<file path="src/rtl/pkt_parity_pkg.sv">
package pkt_parity_pkg;
  localparam int BYTE_W = 8;
  localparam int ADDR_W = 2;
  localparam int LEN_LSB = ADDR_W;
  localparam int LEN_MSB = BYTE_W - 1;

  typedef struct packed {
    logic takeHeader;
    logic takePayload;
    logic takeCheck;
  } acceptStrobes_t;
endpackage

</file>
<file path="src/rtl/pkt_parity_ctrl.sv">
module pkt_parity_ctrl
  import pkt_parity_pkg::*;
(
  input  logic           clk,
  input  logic           rstN,
  input  logic           isHeader,
  input  logic           isPayload,
  input  logic           isCheck,
  input  logic           stall,
  output acceptStrobes_t strobes
);
  logic pktOpen;

  // Priority: header, then check byte, then payload; all gated by stall and packet state.
  always_comb begin
    strobes = '0;
    if (!stall) begin
      if (isHeader)
        strobes.takeHeader = 1'b1;
      else if (isCheck && pktOpen)
        strobes.takeCheck = 1'b1;
      else if (isPayload && pktOpen)
        strobes.takePayload = 1'b1;
    end
  end

  always_ff @(posedge clk) begin
    if (!rstN)
      pktOpen <= 1'b0;
    else if (strobes.takeHeader)
      pktOpen <= 1'b1;
    else if (strobes.takeCheck)
      pktOpen <= 1'b0;
  end
endmodule

</file>
<file path="src/rtl/pkt_parity_dp.sv">
module pkt_parity_dp
  import pkt_parity_pkg::*;
#(
  parameter int W = BYTE_W,
  parameter int LEN_HI = LEN_MSB,
  parameter int LEN_LO = LEN_LSB
) (
  input  logic           clk,
  input  logic           rstN,
  input  logic [W-1:0]   byteIn,
  input  acceptStrobes_t strobes,
  output logic [W-1:0]   byteOut,
  output logic           byteValid,
  output logic           checkDone,
  output logic           pktError
);
  localparam int LEN_W = LEN_HI - LEN_LO + 1;

  logic [W-1:0] runParity;
  logic         lenZero;
  logic         anyTake;

  assign anyTake = strobes.takeHeader | strobes.takePayload | strobes.takeCheck;

  always_ff @(posedge clk) begin
    if (!rstN) begin
      byteOut   <= '0;
      byteValid <= 1'b0;
      checkDone <= 1'b0;
      pktError  <= 1'b0;
      runParity <= '0;
      lenZero   <= 1'b0;
    end else begin
      byteValid <= anyTake;
      checkDone <= strobes.takeCheck;
      if (anyTake)
        byteOut <= byteIn;
      if (strobes.takeHeader) begin
        runParity <= byteIn;
        lenZero   <= (byteIn[LEN_HI:LEN_LO] == LEN_W'(0));
        pktError  <= 1'b0;
      end else if (strobes.takePayload) begin
        runParity <= runParity ^ byteIn;
      end else if (strobes.takeCheck) begin
        pktError <= (runParity != byteIn) | lenZero;
      end
    end
  end
endmodule

</file>
<file path="src/rtl/pktParityReg.sv">
module pktParityReg
  import pkt_parity_pkg::*;
(
  input  logic              clk,
  input  logic              rstN,
  input  logic [BYTE_W-1:0] byteIn,
  input  logic              isHeader,
  input  logic              isPayload,
  input  logic              isCheck,
  input  logic              stall,
  output logic [BYTE_W-1:0] byteOut,
  output logic              byteValid,
  output logic              checkDone,
  output logic              pktError
);
  acceptStrobes_t strobes;

  pkt_parity_ctrl u_ctrl (
    .clk(clk), .rstN(rstN),
    .isHeader(isHeader), .isPayload(isPayload), .isCheck(isCheck),
    .stall(stall), .strobes(strobes)
  );

  pkt_parity_dp #(.W(BYTE_W), .LEN_HI(LEN_MSB), .LEN_LO(LEN_LSB)) u_dp (
    .clk(clk), .rstN(rstN), .byteIn(byteIn), .strobes(strobes),
    .byteOut(byteOut), .byteValid(byteValid),
    .checkDone(checkDone), .pktError(pktError)
  );
endmodule

</file>
<file path="config.mk">
export PLATFORM = sky130hd
export DESIGN_NAME = pktParityReg
export DESIGN_NICKNAME = d
export VERILOG_FILES = /design/src/rtl/pkt_parity_pkg.sv /design/src/rtl/pkt_parity_ctrl.sv /design/src/rtl/pkt_parity_dp.sv /design/src/rtl/pktParityReg.sv
export SDC_FILE = /design/constraint.sdc
export NUM_CORES = 1
export LEC_CHECK = 0
export BUFFER_PORTS_ARGS = -buffer_cell sky130_fd_sc_hd__buf_2
export CAP_MARGIN = 10
export CORE_MARGIN = 2
export CORE_UTILIZATION = 55
export DETAILED_ROUTE_END_ITERATION = 10
export PLACE_DENSITY = 0.85
export SYNTH_ARGS = -nofsm -noshare
export SYNTH_HDL_FRONTEND = slang
export SYNTH_SLANG_ARGS = --single-unit
</file>
<file path="constraint.sdc">
create_clock -name clk -period 3.53 [get_ports clk]
set_input_delay 0.706 -clock clk [delete_from_list [all_inputs] [get_ports clk]]
set_output_delay 0.706 -clock clk [all_outputs]
set_load 0.03 [all_outputs]
</file>
==> metrics.md <==
| Metric | Value |
|---|---|
| Top-Level Pins | 25 |
| CTS tree | built |
| Gpl congestion | 0.814 |
| Mapped Nets | 128 |
| Status | complete, no violations |
| Vias per cell | 5.69 |
| Post-DRT Antenna Nets | 0 |
| Gr ovfl total | 0 |
| Max Freq | 606 MHz |
| Clock Root Buffer | clkbuf_4 |
| First-pass GRT wire length | 3560 um |
| CP Capture Type | flop |
| Most common cell after layout, fill and taps aside | buf_2 |
| Wire length on met2 | 1080 um |
| Most frequent cells in the layout | buf_2 (24), dfxtp_1 (21), nand2_1 (17), nand4_1 (9), nor2b_1 (9) |
| Worst skew pair latency | 0.31 ns |
| Layout cells sized above 1 | 0.244 |
| Comb pwr share | 0.178 |
| DR WL/cell | 13.5 um |
| Pre-antenna DRT Iters | 4 |
| Post-synth EDFFs | 0 |
| Cell variety after synth | 27 |
| P_int | 322 uW |
| Post-Syn Instances | 114 |
| Clock Path Buffers | 2 |
| Slew at the pin with the worst max-slew slack | 0.789 ns |
| Pre-CTS WS | 1.58 ns |
| Cts bufs inserted | 3 |
| Num rows | 15 |
| Diodes inserted | 0 |
| Die X | 47.3 um |
| PostCTS Resize Cnt | 0 |
| Setup Fix Bufs, Post-CTS | 0 |
| Total net switching power | 136 uW |
| Primary FF master, synth | dfxtp_1 |
| Synthesized flop and latch total | 21 |
| Post-Synthesis Cell Area | 1030 um^2 |
| Total global-route track usage | 0.225 |
| Sw Ratio | 0.297 |
| Seq pwr share | 0.559 |
| Leakage Power | 0.485 nW |
| Max Cap Viol | 0 |
| Met1 WL | 953 um |
| Synth async-reset ratio | 0 |
| H-tree Lvls | 1 |
| Core Region | 1750 um^2 |
| # setup viols final | 0 |
| CP Launch Type | input pin |
| Initial DRC count | 21 |
| DP HPWL | 1550 um |
| WHS | 0.506 ns |
| Tmin final | 1.65 ns |
| CP Class | input pin to flop |
| CTS Hold Bufs | 0 |
| Yosys warns | 0 |
| Starting Density | 0.591 |
| Largest fanout on the critical path | 20 |
| RSZ-0062 raised after global routing | no |
| Die ar. | 2240 um^2 |
| PortBufs | 24 |
| Sequential area share after synthesis | 0.407 |
| Clock transition at path regs | 0.13 ns |
| Max Slew Vio Count | 0 |
| Vias in the first global route | 844 |
| Final TNS setup | 0 ns |
| Area Growth Syn to Fin | 14.3% |
| WP data arrival | 1.92 ns |
| Final Hold Fails | 0 |
| Largest net degree at the start of global routing | 30 |
| Required @ worst endpoint | 3.79 ns |
| Final setup margin | 1.88 ns |
| Met3 Wirelength | 101 um |
| Overall routed net length | 2160 um |
| Die Span Y | 47.3 um |
| Relative slew slack | 0.474 |
| Initial antenna violation count | 0 |
| Final Skew | 0.0138 ns |
| Worst Hold Class | flop to flop |
| DRC viols | 0 |
| Clk pwr share | 0.263 |
| Top Metal Used | met4 |
| Util after Layout | 0.676 |
| Synth Area per Inst | 9.05 um^2 |
| Period utilization | 0.468 |
| Max rail drop VDD | 0.000255 V |
| Pwr per Cell Area | 389 nW/um^2 |
| Clock sink count | 21 |
| Layout Nets | 150 |
| # fillers | 145 |
| Via count | 910 |
[power by group through the flow]
stage | Combinational [mW] | Sequential [mW] | Clock [mW]
global placement | 0.0783 | 0.260 | 0
finish | 0.0815 | 0.256 | 0.121
detailed placement | 0.0810 | 0.261 | 0
floorplan | 0.0445 | 0.272 | 0
global route | 0.0889 | 0.258 | 0.131
CTS | 0.0811 | 0.256 | 0.123
[final timing paths]
| kind | start | cells after the start | end | slack, ns |
|---|---|---|---|---|
| setup / recovery | isHeader | 5 | u_dp.lenZero$_SDFFE_PN0P_ | 1.88 |
| setup reg to reg | u_ctrl.pktOpen$_SDFFE_PN0P_ | 4 | u_dp.byteOut[7]$_SDFFE_PN0P_ | 2.18 |
| hold reg to reg | u_dp.runParity[0]$_SDFFE_PN0P_ | 2 | u_dp.runParity[0]$_SDFFE_PN0P_ | 0.51 |
| hold / removal | u_dp.runParity[0]$_SDFFE_PN0P_ | 2 | u_dp.runParity[0]$_SDFFE_PN0P_ | 0.51 |
[cells in the mapped netlist (2+ instances only)]
library cell   n  area [um^2]
o21ai_1        3         15.0
mux2i_1        8         80.1
nand2_1       17         63.8
nand4_1        9         56.3
inv_1          2         7.51
o211ai_1       8         60.1
o21ai_0        6         30.0
xnor2_1        4         35.0
xor2_1         4         35.0
nor2b_1        9         56.3
clkbuf_1       5         18.8
nand2b_1       2         12.5
buf_4          2         15.0
nor4_1         2         12.5
dfxtp_1       21          420
[cells by family after synthesis]
| group | synth area share |
|---|---|
| multiplexers | 0.0776 |
| AO/OA/AOI/OAI | 0.145 |
| flip-flops | 0.407 |
| XOR/XNOR | 0.0679 |
| buffers and inverters | 0.0400 |
| AND/OR/NAND/NOR | 0.262 |
[cell type report]
class / instances / area (um^2) / area share
multi-input cells: 84 / 571 / 0.484
flip-flops and latches: 21 / 420 / 0.356
repair buffers: 24 / 120 / 0.102
well taps: 25 / 31.3 / 0.0265
clock buffers: 3 / 22.5 / 0.0191
clock inverters: 1 / 7.51 / 0.00636
inverters: 2 / 7.51 / 0.00636
[per-layer routing]
layer / vias up / global-route usage
met5: - / 0
met4: 0 / 0.100
met3: 4 / 0.0423
met2: 34 / 0.386
met1: 426 / 0.269
li1: 446 / -
[per-stage QoR]
step / cell area, um^2 / instances / power [mW]
6_report: 1180 / 160 / 0.458
5_1_grt: 1180 / 160 / 0.478
4_1_cts: 1180 / 160 / 0.460
3_5_place_dp: 1150 / 156 / 0.342
3_3_place_gp: 1150 / 156 / 0.339
2_1_floorplan: 1030 / 114 / 0.317
[worst max-delay path, cell delays in order]
cell and delay, ns:
buf_2 0.21, nand2b_1 0.46, nor4_4 0.37, a21oi_2 0.05, nor2b_2 0.12
[sequential cells by signal (all words and copies together) (netlist names)]
| signal | count |
|---|---|
| u_ctrl.pktOpen | 1 |
| u_dp.pktError | 1 |
| u_dp.checkDone | 1 |
| u_dp.runParity | 8 |
| u_dp.byteValid | 1 |
| u_dp.lenZero | 1 |
| u_dp.byteOut | 8 |
(Power assumes the default switching activity.)
